[src/rtl/ptw_pkg.sv]
package ptw_pkg;
  localparam int LEAF_PRESENT = 0;
  localparam int LEAF_WRITE   = 1;
  localparam int LEAF_ACCESS  = 2;
  localparam int LEAF_DIRTY   = 3;
  localparam int LEAF_NOCACHE = 4;
  localparam int ROOT_VALID   = 0;

  typedef enum logic [1:0] {
    FLT_NONE     = 2'b00,
    FLT_NO_TABLE = 2'b01,
    FLT_ABSENT   = 2'b10,
    FLT_PROT     = 2'b11
  } fault_e;

  typedef enum logic [2:0] {
    ST_IDLE, ST_L1_READ, ST_L2_READ, ST_WRITEBACK, ST_DONE
  } walk_state_e;
endpackage

[src/rtl/ptw_req_reg.sv]
module ptw_req_reg #(
  parameter int VA_W    = 32,
  parameter int FRAME_W = 20
) (
  input  logic               clk_i,
  input  logic               rst_ni,
  input  logic               load_i,
  input  logic [VA_W-1:0]    vaddr_i,
  input  logic               write_i,
  input  logic [FRAME_W-1:0] root_i,
  output logic [VA_W-1:0]    vaddr_o,
  output logic               write_o,
  output logic [FRAME_W-1:0] root_o
);
  always_ff @(posedge clk_i or negedge rst_ni) begin
    if (!rst_ni) begin
      vaddr_o <= '0;
      write_o <= 1'b0;
      root_o  <= '0;
    end else if (load_i) begin
      vaddr_o <= vaddr_i;
      write_o <= write_i;
      root_o  <= root_i;
    end
  end
endmodule

[src/rtl/ptw_leaf_eval.sv]
module ptw_leaf_eval
  import ptw_pkg::*;
#(
  parameter int PTE_W = 32
) (
  input  logic [PTE_W-1:0] leaf_i,
  input  logic             write_i,
  output fault_e           fault_o,
  output logic [PTE_W-1:0] upd_o,
  output logic             need_wb_o
);
  always_comb begin
    upd_o = leaf_i;
    upd_o[LEAF_ACCESS] = 1'b1;
    if (write_i) upd_o[LEAF_DIRTY] = 1'b1;
    // present check outranks protection
    if (!leaf_i[LEAF_PRESENT])                fault_o = FLT_ABSENT;
    else if (write_i && !leaf_i[LEAF_WRITE])  fault_o = FLT_PROT;
    else                                      fault_o = FLT_NONE;
    need_wb_o = (fault_o == FLT_NONE) && (upd_o != leaf_i);
  end
endmodule

[src/rtl/ptw_walker.sv]
module ptw_walker
  import ptw_pkg::*;
#(
  parameter int VA_W  = 32,
  parameter int OFF_W = 12,
  parameter int IDX_W = 10,
  parameter int PTE_W = 32,
  localparam int FRAME_W = VA_W - OFF_W,
  localparam int WA_W    = FRAME_W + IDX_W
) (
  input  logic               clk_i,
  input  logic               rst_ni,
  input  logic [FRAME_W-1:0] ptbr_i,
  input  logic               req_valid_i,
  output logic               req_ready_o,
  input  logic [VA_W-1:0]    req_vaddr_i,
  input  logic               req_write_i,
  output logic               rsp_valid_o,
  output logic [VA_W-1:0]    rsp_paddr_o,
  output logic               rsp_nocache_o,
  output logic [1:0]         rsp_fault_o,
  output logic               mem_req_o,
  output logic               mem_we_o,
  output logic [WA_W-1:0]    mem_addr_o,
  output logic [PTE_W-1:0]   mem_wdata_o,
  input  logic [PTE_W-1:0]   mem_rdata_i
);
  walk_state_e state_q, state_d;
  logic issued_q;
  logic [FRAME_W-1:0] l2_base_q, root_q;
  logic [PTE_W-1:0] upd_q;
  logic [VA_W-1:0] va_q, paddr_q;
  logic write_q, nocache_q;
  fault_e fault_q;

  logic accept;
  fault_e leaf_fault;
  logic [PTE_W-1:0] leaf_upd;
  logic leaf_wb;
  logic [IDX_W-1:0] l1_idx, l2_idx;

  assign accept = req_valid_i && req_ready_o;
  assign l1_idx = va_q[VA_W-1 -: IDX_W];
  assign l2_idx = va_q[OFF_W +: IDX_W];

  ptw_req_reg #(.VA_W(VA_W), .FRAME_W(FRAME_W)) u_req (
    .clk_i(clk_i), .rst_ni(rst_ni), .load_i(accept),
    .vaddr_i(req_vaddr_i), .write_i(req_write_i), .root_i(ptbr_i),
    .vaddr_o(va_q), .write_o(write_q), .root_o(root_q)
  );

  ptw_leaf_eval #(.PTE_W(PTE_W)) u_leaf (
    .leaf_i(mem_rdata_i), .write_i(write_q),
    .fault_o(leaf_fault), .upd_o(leaf_upd), .need_wb_o(leaf_wb)
  );

  always_comb begin
    state_d = state_q;
    unique case (state_q)
      ST_IDLE:      if (accept) state_d = ST_L1_READ;
      ST_L1_READ:   if (issued_q)
                      state_d = mem_rdata_i[ROOT_VALID] ? ST_L2_READ : ST_DONE;
      ST_L2_READ:   if (issued_q)
                      state_d = leaf_wb ? ST_WRITEBACK : ST_DONE;
      ST_WRITEBACK: state_d = ST_DONE;
      ST_DONE:      state_d = ST_IDLE;
      default:      state_d = ST_IDLE;
    endcase
  end

  always_ff @(posedge clk_i or negedge rst_ni) begin
    if (!rst_ni) begin
      state_q   <= ST_IDLE;
      issued_q  <= 1'b0;
      l2_base_q <= '0;
      upd_q     <= '0;
      paddr_q   <= '0;
      nocache_q <= 1'b0;
      fault_q   <= FLT_NONE;
    end else begin
      state_q <= state_d;
      if (state_q == ST_L1_READ || state_q == ST_L2_READ) issued_q <= !issued_q;
      else issued_q <= 1'b0;
      if (state_q == ST_L1_READ && issued_q) begin
        l2_base_q <= mem_rdata_i[PTE_W-1 -: FRAME_W];
        paddr_q   <= '0;
        nocache_q <= 1'b0;
        fault_q   <= mem_rdata_i[ROOT_VALID] ? FLT_NONE : FLT_NO_TABLE;
      end
      if (state_q == ST_L2_READ && issued_q) begin
        upd_q   <= leaf_upd;
        fault_q <= leaf_fault;
        if (leaf_fault == FLT_NONE) begin
          paddr_q   <= {mem_rdata_i[PTE_W-1 -: FRAME_W], va_q[OFF_W-1:0]};
          nocache_q <= mem_rdata_i[LEAF_NOCACHE];
        end
      end
    end
  end

  always_comb begin
    mem_req_o   = 1'b0;
    mem_we_o    = 1'b0;
    mem_addr_o  = {l2_base_q, l2_idx};
    mem_wdata_o = upd_q;
    unique case (state_q)
      ST_L1_READ: begin
        mem_req_o  = !issued_q;
        mem_addr_o = {root_q, l1_idx};
      end
      ST_L2_READ:   mem_req_o = !issued_q;
      ST_WRITEBACK: begin
        mem_req_o = 1'b1;
        mem_we_o  = 1'b1;
      end
      default: ;
    endcase
  end

  assign req_ready_o   = (state_q == ST_IDLE);
  assign rsp_valid_o   = (state_q == ST_DONE);
  assign rsp_paddr_o   = paddr_q;
  assign rsp_nocache_o = nocache_q;
  assign rsp_fault_o   = fault_q;
endmodule

[config.mk]
export PLATFORM = sky130hd
export DESIGN_NAME = ptw_walker
export DESIGN_NICKNAME = d
export VERILOG_FILES = /design/src/rtl/ptw_pkg.sv /design/src/rtl/ptw_req_reg.sv /design/src/rtl/ptw_leaf_eval.sv /design/src/rtl/ptw_walker.sv
export SDC_FILE = /design/constraint.sdc
export NUM_CORES = 1
export LEC_CHECK = 0
export ABC_AREA = 1
export BUFFER_PORTS_ARGS = -buffer_cell sky130_fd_sc_hd__buf_4
export CORE_ASPECT_RATIO = 1.25
export CORE_MARGIN = 5
export CORE_UTILIZATION = 30
export DETAILED_ROUTE_END_ITERATION = 10
export PLACE_DENSITY_LB_ADDON = 0.08
export REMOVE_ABC_BUFFERS = 1
export SETUP_SLACK_MARGIN = 0.1
export SLEW_MARGIN = 10
export SYNTH_ARGS = -nofsm -noshare
export SYNTH_HDL_FRONTEND = slang
export SYNTH_HIERARCHICAL = 1
export SYNTH_SLANG_ARGS = --single-unit
[constraint.sdc]
create_clock -name clk_i -period 4.1 [get_ports clk_i]
set_input_delay 0.41 -clock clk_i [delete_from_list [all_inputs] [get_ports clk_i]]
set_output_delay 0.41 -clock clk_i [all_outputs]
set_load 0.05 [all_outputs]
After elaboration in Yosys (flattened, before gate mapping)
Cells that the tools add are included.
{"block": "totals", "ff_bits": 144, "in_bits": 88, "out_inout_bits": 101, "word_cells": 53}
{"block": "op_classes", "n_eq_ne": 8, "muxes": 22, "reduce_logical": 13}
{"operator": "two-way mux 32 bit", "n": 3}
{"operator": "two-way mux 30 bit", "n": 1}
{"operator": "two-way mux 3 bit", "n": 5}
{"operator": "one-hot mux 3 bit (4 select lines)", "n": 1}
{"operator": "two-way mux 2 bit", "n": 4}
{"operator": "two-way mux 1 bit", "n": 7}
{"operator": "== test 3 x 2 -> 1 bit, second input constant", "n": 2}
{"operator": "logical AND 1 bit", "n": 5}
{"operator": "inequality test 2 bit, second input constant", "n": 2}
{"operator": "== test 3 x 1 -> 1 bit, second input constant", "n": 1}
{"operator": "== test 3 bit, second input constant", "n": 1}
{"operator": "zero test 3 bit", "n": 1}
{"operator": "AND reduction 3 bit", "n": 1}
{"operator": "zero test 1 bit", "n": 2}
{"operator": "zero test 2 bit", "n": 1}
{"operator": "inequality test 2 x 1 -> 1 bit, second input constant", "n": 1}
{"operator": "inequality test 2 bit", "n": 1}
{"operator": "one-hot mux 1 bit (2 select lines)", "n": 1}
{"operator": "nonzero test 2 bit", "n": 1}
{"operator": "OR reduction 2 bit", "n": 1}
{"operator": "logical OR 1 bit", "n": 1}

Longest topological paths before layout
Gate-level depths: netlist of run 1.
{"block": "logic_depth", "depth_word": 9, "mapped_depth": 10, "ltp_nobuf": 10}

Hierarchy
Netlist of run 1, hierarchy kept.
{"mod": "ptw_walker", "instances": 1, "cells_each": 570, "area_per_inst_um2": 4299.1, "seq_area_each_um2": 2277.2}
{"mod": "ptw_req_reg", "instances": 1, "cells_each": 224, "area_per_inst_um2": 2037.0, "seq_area_each_um2": 1326.3}
{"mod": "ptw_leaf_eval", "instances": 1, "cells_each": 42, "area_per_inst_um2": 285.3, "seq_area_each_um2": 0.0}

Least setup slack after synthesis of run 1
Ideal clock, no wire load.
{"block": "synth_path", "kind": "flip-flop to output port", "startpoint": "register state_q[1]", "endpoint": "output mem_addr_o[10]", "arrival_time_ns": 1.677, "t_required_ns": 3.690, "setup_slack_ns": 2.013, "path_stages_with_launch": 5, "n_path_buf": 1, "cell_sequence": "dfrtp_1 > inv_2 > nand3_2 > clkbuf_1 > a21oi_1"}
{"block": "synth_between", "elab_chain_cells": 2}
{"element": "start: declaration", "line": "ptw_walker.sv:28", "rtl": "walk_state_e state_q, state_d;"}
{"element": "start signal: assignment", "line": "ptw_walker.sv:81", "rtl": "state_q <= state_d;"}
{"element": "== test 3 x 1 -> 1 bit", "line": "ptw_walker.sv:106", "rtl": "unique case (state_q)"}
{"element": "two-way mux 30 bit", "line": "ptw_walker.sv:106"}
{"element": "end: declaration", "line": "ptw_walker.sv:24", "rtl": "output logic [WA_W-1:0] mem_addr_o,"}
Every way passes these cells.

Worst setup path after layout of run 1
{"block": "layout_path", "startpoint": "register state_q[1]", "endpoint": "output mem_req_o"}
{"block": "layout_between", "elab_chain_cells": 3, "elab_cells_between_ends": 5, "classes_between": "3 x eq/ne; 1 x mux; 1 x reduce/logical"}
{"element": "== test 3 x 1 -> 1 bit or == test 3 x 2 -> 1 bit (tied branches)", "line": "ptw_walker.sv:106"}
{"element": "OR reduction 2 bit (no source line)"}
{"element": "one-hot mux 1 bit (2 select lines) *", "line": "ptw_walker.sv:106"}
{"element": "end: declaration", "line": "ptw_walker.sv:22", "rtl": "output logic mem_req_o,"}
Mark *: on every way between the ends. The rest lies on a longest branch, timed or not.

==> reports/metrics.cfg, run 1 <==
[clocking]
cts_made_buffers = 17
clk_latency_ns = 0.42
clkTransAtPathRegs_ns = 0.07
cts_tree = yes
cts_resized = 0
cts-root-buf = clkbuf_16
cts_buffer_depth = 2
clock_sinks = 144
h-tree-depth = 4
cts-hold-fix-buffers = 0
post_cts_buffers = 0

[timing]
period_needed_ns = 2.622
hold_viol = 9
setup_viol = 0
max_freq_mhz = 381.4
skew_ns = 0.01546
fin_hold_ws_ns = -0.02533
max_slew_margin_pct = 42.93
rsz0062_at_grt = no
tns_ns = 0
worstMarginPinSlew_ns = 0.8529
period_share_pct = 63.96
maxSlewViolCount = 0

[detailed_routing]
drc = 0
drt-total-wl_mm = 19.44
vias_per_cell = 4.365
wl_met1_mm = 8.277
wl_met2_mm = 9.861
top_layer_used = met4
drtIter0Drc = 188
wl_met3_mm = 1.033
wl_per_cell_um = 15.35
drt.antenna.violating_nets = 0
via_count = 5526
firstDrtPassIters = 5

[critical_path]
r2r_cells = 6
path_cells = inv_2 -> nand3_2 -> buf_4 -> nand2_1 -> nand2_1 -> nand2_1 -> buf_4
slowest_delay_ns = 0.49
reg2reg_from = state_q[1]
slowest_stage = buf_4
path_delay_family = buffers and inverters
end_kind = output pin
worstPathArrival_ns = 2.21
crit_path_frequent_cell = nand2_1
critPathLaunchType = register
crit_buf_inv = 3
crit_path_max_fanout = 52
required_ns = 3.69
r2r-end = u_req/vaddr_o[28]
rrSetupSlack_ns = 1.88
path_class = register to output pin

[synthesis]
synth_area_per_cell_um2 = 7.920
netlist_instances = 836
netlist_area_um2 = 6621
synth_cell_types = 24
synth_top_family_by_area = simple AND/OR/NAND/NOR gates
synth-simple-area-share_pct = 30.71
yosysSeqAreaShare_pct = 54.42
muxShareOfSynthArea_pct = 0
synth_fa_ha_area_share_pct = 0
synthXorXnorAreaFrac_pct = 0
synth_compound_area_share_pct = 3.175
ys_warn_count = 6
ys_seq_elements = 144

[power]
pwr-share-seq_pct = 28.6
vdd.ir_drop.worst_mv = 0.4422
combPwrFrac_pct = 52.7
intPower_uw = 4223
switchingPower_uw = 4105
switching_share_pct = 49.29
powerDensity_nw_per_um2 = 971.4
clockPowerShare_pct = 18.8
p_leak_uw = 0.004657

[floorplan]
dieArea_um2 = 25160
start_util_pct = 30.62
die-width_um = 142.9
ioPinCount = 189
rows = 60
fp.dieH_um = 176.1
core_area_um2 = 21620

[placed_design]
post-dp-hpwl_mm = 12.40
port_buffers = 188
place_congestion = 0.7624

[flow_run]
maxCapViolCount = 0

[global_routing]
grt_remaining_overflow = 0
grt_pass1_vias = 5682
antenna_found_initial = 0
grt_pass1_wl_mm = 31.04
gr-usage-all-layers_pct = 15.81
grt_max_degree = 77

[finish]
final_core_util_pct = 39.65
regArea_um2 = 3603
fin_nets = 1065
drive_above_1_share_pct = 24.01
antenna_cells = 0
multiInputGateArea_um2 = 2260
syn2layout_area_growth_pct = 29.48
fill_cells = 2347

[outcome]
status = complete, but fails checks
violations = negative hold slack

[worst_hold_path]
hold_path_class = input port to async pin

## registers in the layout (all words and copies together), names as in the netlist
name           count
u_req/write_o      1
state_q            3
rsp_nocache_o      1
rsp_paddr_o       32
rsp_fault_o        2
u_req/root_o      20
mem_wdata_o       32
issued_q           1
u_req/vaddr_o     32
l2_base_q         20
## per-layer routing
| metal | up-vias | GRT usage (%) |
|---|---|---|
| met3 | 17 | 3.901 |
| met2 | 129 | 27.37 |
| met5 | - | 0 |
| met1 | 2578 | 19.32 |
| met4 | 0 | 4.834 |
| li1 | 2802 | - |
## metrics by stage
stage	worst slack (ns)	cells	power [µW]	hold WS, ns	cell area [µm²]
after floorplan	0.9586	761	5373	0.1144	6122
after global placement	1.939	1237	6833	0.4544	7991
after detailed placement	1.856	1237	6862	0.4586	7991
after CTS	1.441	1266	8468	0.01928	8573
after global routing	1.296	1266	8887	0.03892	8573
final	1.478	1266	8328	-0.02533	8573
## kinds of logic (layout without fill, tap and decap cells)
| logic type | count (synthesis) | after routing |
|---|---|---|
| AND/OR/NAND/NOR | 503 | 503 |
| other | 1 | 1 |
| flip-flops | 144 | 144 |
| AO/OA/AOI/OAI | 42 | 42 |
| buffers and inverters | 146 | 297 |
## worst register-to-register path, cell delays in order (launching register included)
cell	delay, ns
dfrtp_1	0.42
inv_2	0.23
nand3_1	0.21
nor2_4	0.59
buf_4	0.48
nand2_1	0.14
nand2_1	0.08
## power groups by stage
stage	Clock [µW]	Combinational, µW	Sequential [µW]
finish	1560	4390	2380
global route	1670	4750	2460
CTS	1610	4470	2380
detailed placement	0	4460	2400
global placement	0	4430	2400
floorplan	0	2070	3310
## area by class of cell
type                    instances  area share, %
well taps                     279          4.072
inverters                      71          3.167
clock buffers                  19          5.166
flip-flops and latches        144          42.03
multi-input cells             546          26.36
clock inverters                10          1.620
repair buffers                197          17.59
## synthesized netlist by cell type (all sizes together)
cell,number,area [µm²]
nand2,384,1446
o21ai,21,105.1
clkbuf,14,52.55
buf,61,446.7
nand3,16,85.08
inv,69,264.0
dfrtp,144,3603
nor2,65,259.0
nand4,36,231.5
conb,1,3.750
a21oi,21,105.1
nor3,1,5.000
clkinv,2,7.510
or2,1,6.260
## layout by cell type, fill, tap and decap left out, drive strengths merged
master    netlist  final
nor2           65     65
or2             1      1
nor3            1      1
dfrtp         144    144
o21ai          21     21
conb            1      1
clkinv          2      7
a21oi          21     21
clkinvlp        0      1
bufinv          0      3
inv            69     70
buf            61    197
nand2         384    384
nand3          16     16
clkbuf         14     19
nand4          36     36
## worst max path at each step
stage	start	end	cells past startpoint
2_1_floorplan	state_q[1]	u_req/root_o[0]	6
3_3_place_gp	state_q[1]	u_req/vaddr_o[10]	6
3_5_place_dp	state_q[1]	u_req/vaddr_o[9]	6
4_1_cts	state_q[1]	mem_req_o	7
5_1_grt	state_q[1]	mem_req_o	7
6_report	state_q[1]	mem_req_o	7
Note: power is estimated with default switching activity, not from simulation.
==> run 2: changes to the inputs <==
clock period = 2.5 ns   (was 4.1 ns; I/O delays follow)
==> reports/metrics.cfg, run 2 (synthesis results as in run 1) <==
[finish]
syn2layout_area_growth_pct = 30.27
final_cell_mix = 382 x nand2_1, 203 x buf_4, 144 x dfrtp_1
drive_above_1_share_pct = 24.80
fin_nets = 1075
final_core_util_pct = 39.90
final_common_cell = nand2_1
antenna_cells = 0
final_cells = 1279

[clocking]
clkTransAtPathRegs_ns = 0.06
cts-root-buf = clkbuf_16
cts_buffer_depth = 2
cts_resized = 0
clock_sinks = 144
h-tree-depth = 4
clk_latency_ns = 0.42
cts_made_buffers = 17
cts_tree = yes

[power]
powerDensity_nw_per_um2 = 1567
combPwrFrac_pct = 53.3
pwr-share-seq_pct = 28.8
switching_share_pct = 49.77
intPower_uw = 6790
p_leak_uw = 0.004684
report.power.total_uw = 13520
vdd.ir_drop.worst_mv = 0.7433
switchingPower_uw = 6727
clockPowerShare_pct = 17.9

[detailed_routing]
firstDrtPassIters = 4
drt.antenna.violating_nets = 0
drc = 0
vias_per_cell = 4.337
drtIter0Drc = 235
wl_per_cell_um = 14.62
drt-total-wl_mm = 18.69
via_count = 5547

[critical_path]
path_class = register to output pin
crit_path_max_fanout = 26
slowest_delay_ns = 0.43
setup.worst_path.start = state_q[1]
path_cells = inv_2 -> nand3_2 -> buf_4 -> nand2_1 -> nand2_1 -> nand2_1 -> buf_4
crit_path_frequent_cell = nand2_1
critPathLaunchType = register
rrSetupSlack_ns = 0.70
r2r_cells = 7
worstPathArrival_ns = 1.95
slowest_stage = dfrtp_1
path_delay_family = buffers and inverters
required_ns = 2.25
r2r-end = u_req/root_o[7]
endpoint = mem_req_o
cp.depth = 7
crit_buf_inv = 3
reg2reg_from = state_q[1]
end_kind = output pin

[timing]
max_slew_margin_pct = 61.02
period_needed_ns = 2.200
postLayoutSetupSlackWorst_ns = 0.2999
setup_viol = 0
period_share_pct = 88.01
rsz0062_at_grt = no
max_freq_mhz = 454.5
hold_viol = 0
skew_ns = 0.008964
worstMarginPinSlew_ns = 0.5847
maxSlewViolCount = 0

[global_routing]
gr-usage-all-layers_pct = 15.03
grt_pass1_vias = 5515
grt_pass1_wl_mm = 29.77
grt_max_degree = 74
antenna_found_initial = 0
grt_remaining_overflow = 0

[placed_design]
post-place-cells = 1246
pre_cts_ws_ns = 0.6627
place_congestion = 0.7835
post-dp-hpwl_mm = 12.62
port_buffers = 188

[floorplan]
core_area_um2 = 21620
start_util_pct = 30.62
fp.dieH_um = 176.1
rows = 60
ioPinCount = 189
dieArea_um2 = 25160
die-width_um = 142.9

[worst_hold_path]
hold_path_class = input port to register

[flow_run]
maxCapViolCount = 0

[outcome]
status = complete, no violations

[run 2: cell count changes in the layout (fill, tap and decap cells not counted), sizes merged]
| cell | previous run | this run |
|---|---|---|
| clkinvlp | 1 | 4 |
| buf | 197 | 206 |
| bufinv | 3 | 1 |
| clkbuf | 19 | 20 |
| inv | 70 | 71 |
| dlygate4sd3 | 0 | 1 |
[run 2: power by group through the flow]
| stage | clock network [µW] | logic (µW) | registers (µW) |
|---|---|---|---|
| 6_report | 2420 | 7200 | 3890 |
| 5_1_grt | 2590 | 7810 | 4030 |
| 4_1_cts | 2500 | 7340 | 3900 |
| 3_5_place_dp | 0 | 7330 | 3930 |
| 3_3_place_gp | 0 | 7310 | 3920 |
| 2_1_floorplan | 0 | 3390 | 5420 |
[run 2: metrics by stage]
stage | setup TNS, ns | area, µm² | hold slack [ns]
floorplan | -34.02 | 6122 | -0.04559
global placement | 0 | 8059 | 0.2612
detailed placement | 0 | 8059 | 0.2681
CTS | 0 | 8626 | 0.005103
global route | 0 | 8626 | 0.01076
finish | 0 | 8626 | 0.02403
[run 2: what timing repair did]
item | 4_1_cts | 5_1_grt
setup buffers | 0 | 0
hold buffers | 1 | 0
hold endpoints to repair | 53 | 0
[run 2: layout make-up]
type	count	area, µm²
fill	2344	13000
inverter	71	271.5
sequential	144	3603
multi-input combinational	546	2260
timing repair buffer	207	1585
clock buffer	20	446.7
clock inverter	12	110.1
tap	279	349.1
[run 2: tightest hold or removal path, stage by stage]
cell     delay [ns]
buf_4          0.07
nand2_1        0.04
nand2_1        0.05
[run 2: metal layers]
metal | track usage, % | up-vias | routed length (µm)
li1 | - | 2823 | -
met1 | 18.39 | 2557 | 7859
met2 | 25.80 | 144 | 9404
met3 | 4.199 | 23 | 1141
met4 | 4.279 | 0 | 288
met5 | 0 | - | 0
[run 2: worst min-delay path by stage]
stage                     slack [ns]           endpoint  cells past startpoint       startpoint
after detailed placement        0.27  u_req/vaddr_o[16]                      1           rst_ni
after CTS                      0.005  u_req/vaddr_o[26]                      3  req_vaddr_i[26]
after floorplan                -0.05           issued_q                      0           rst_ni
after global routing            0.01  u_req/vaddr_o[22]                      3  req_vaddr_i[22]
final                           0.02  u_req/vaddr_o[19]                      3  req_vaddr_i[19]
after global placement          0.26  u_req/vaddr_o[16]                      1           rst_ni
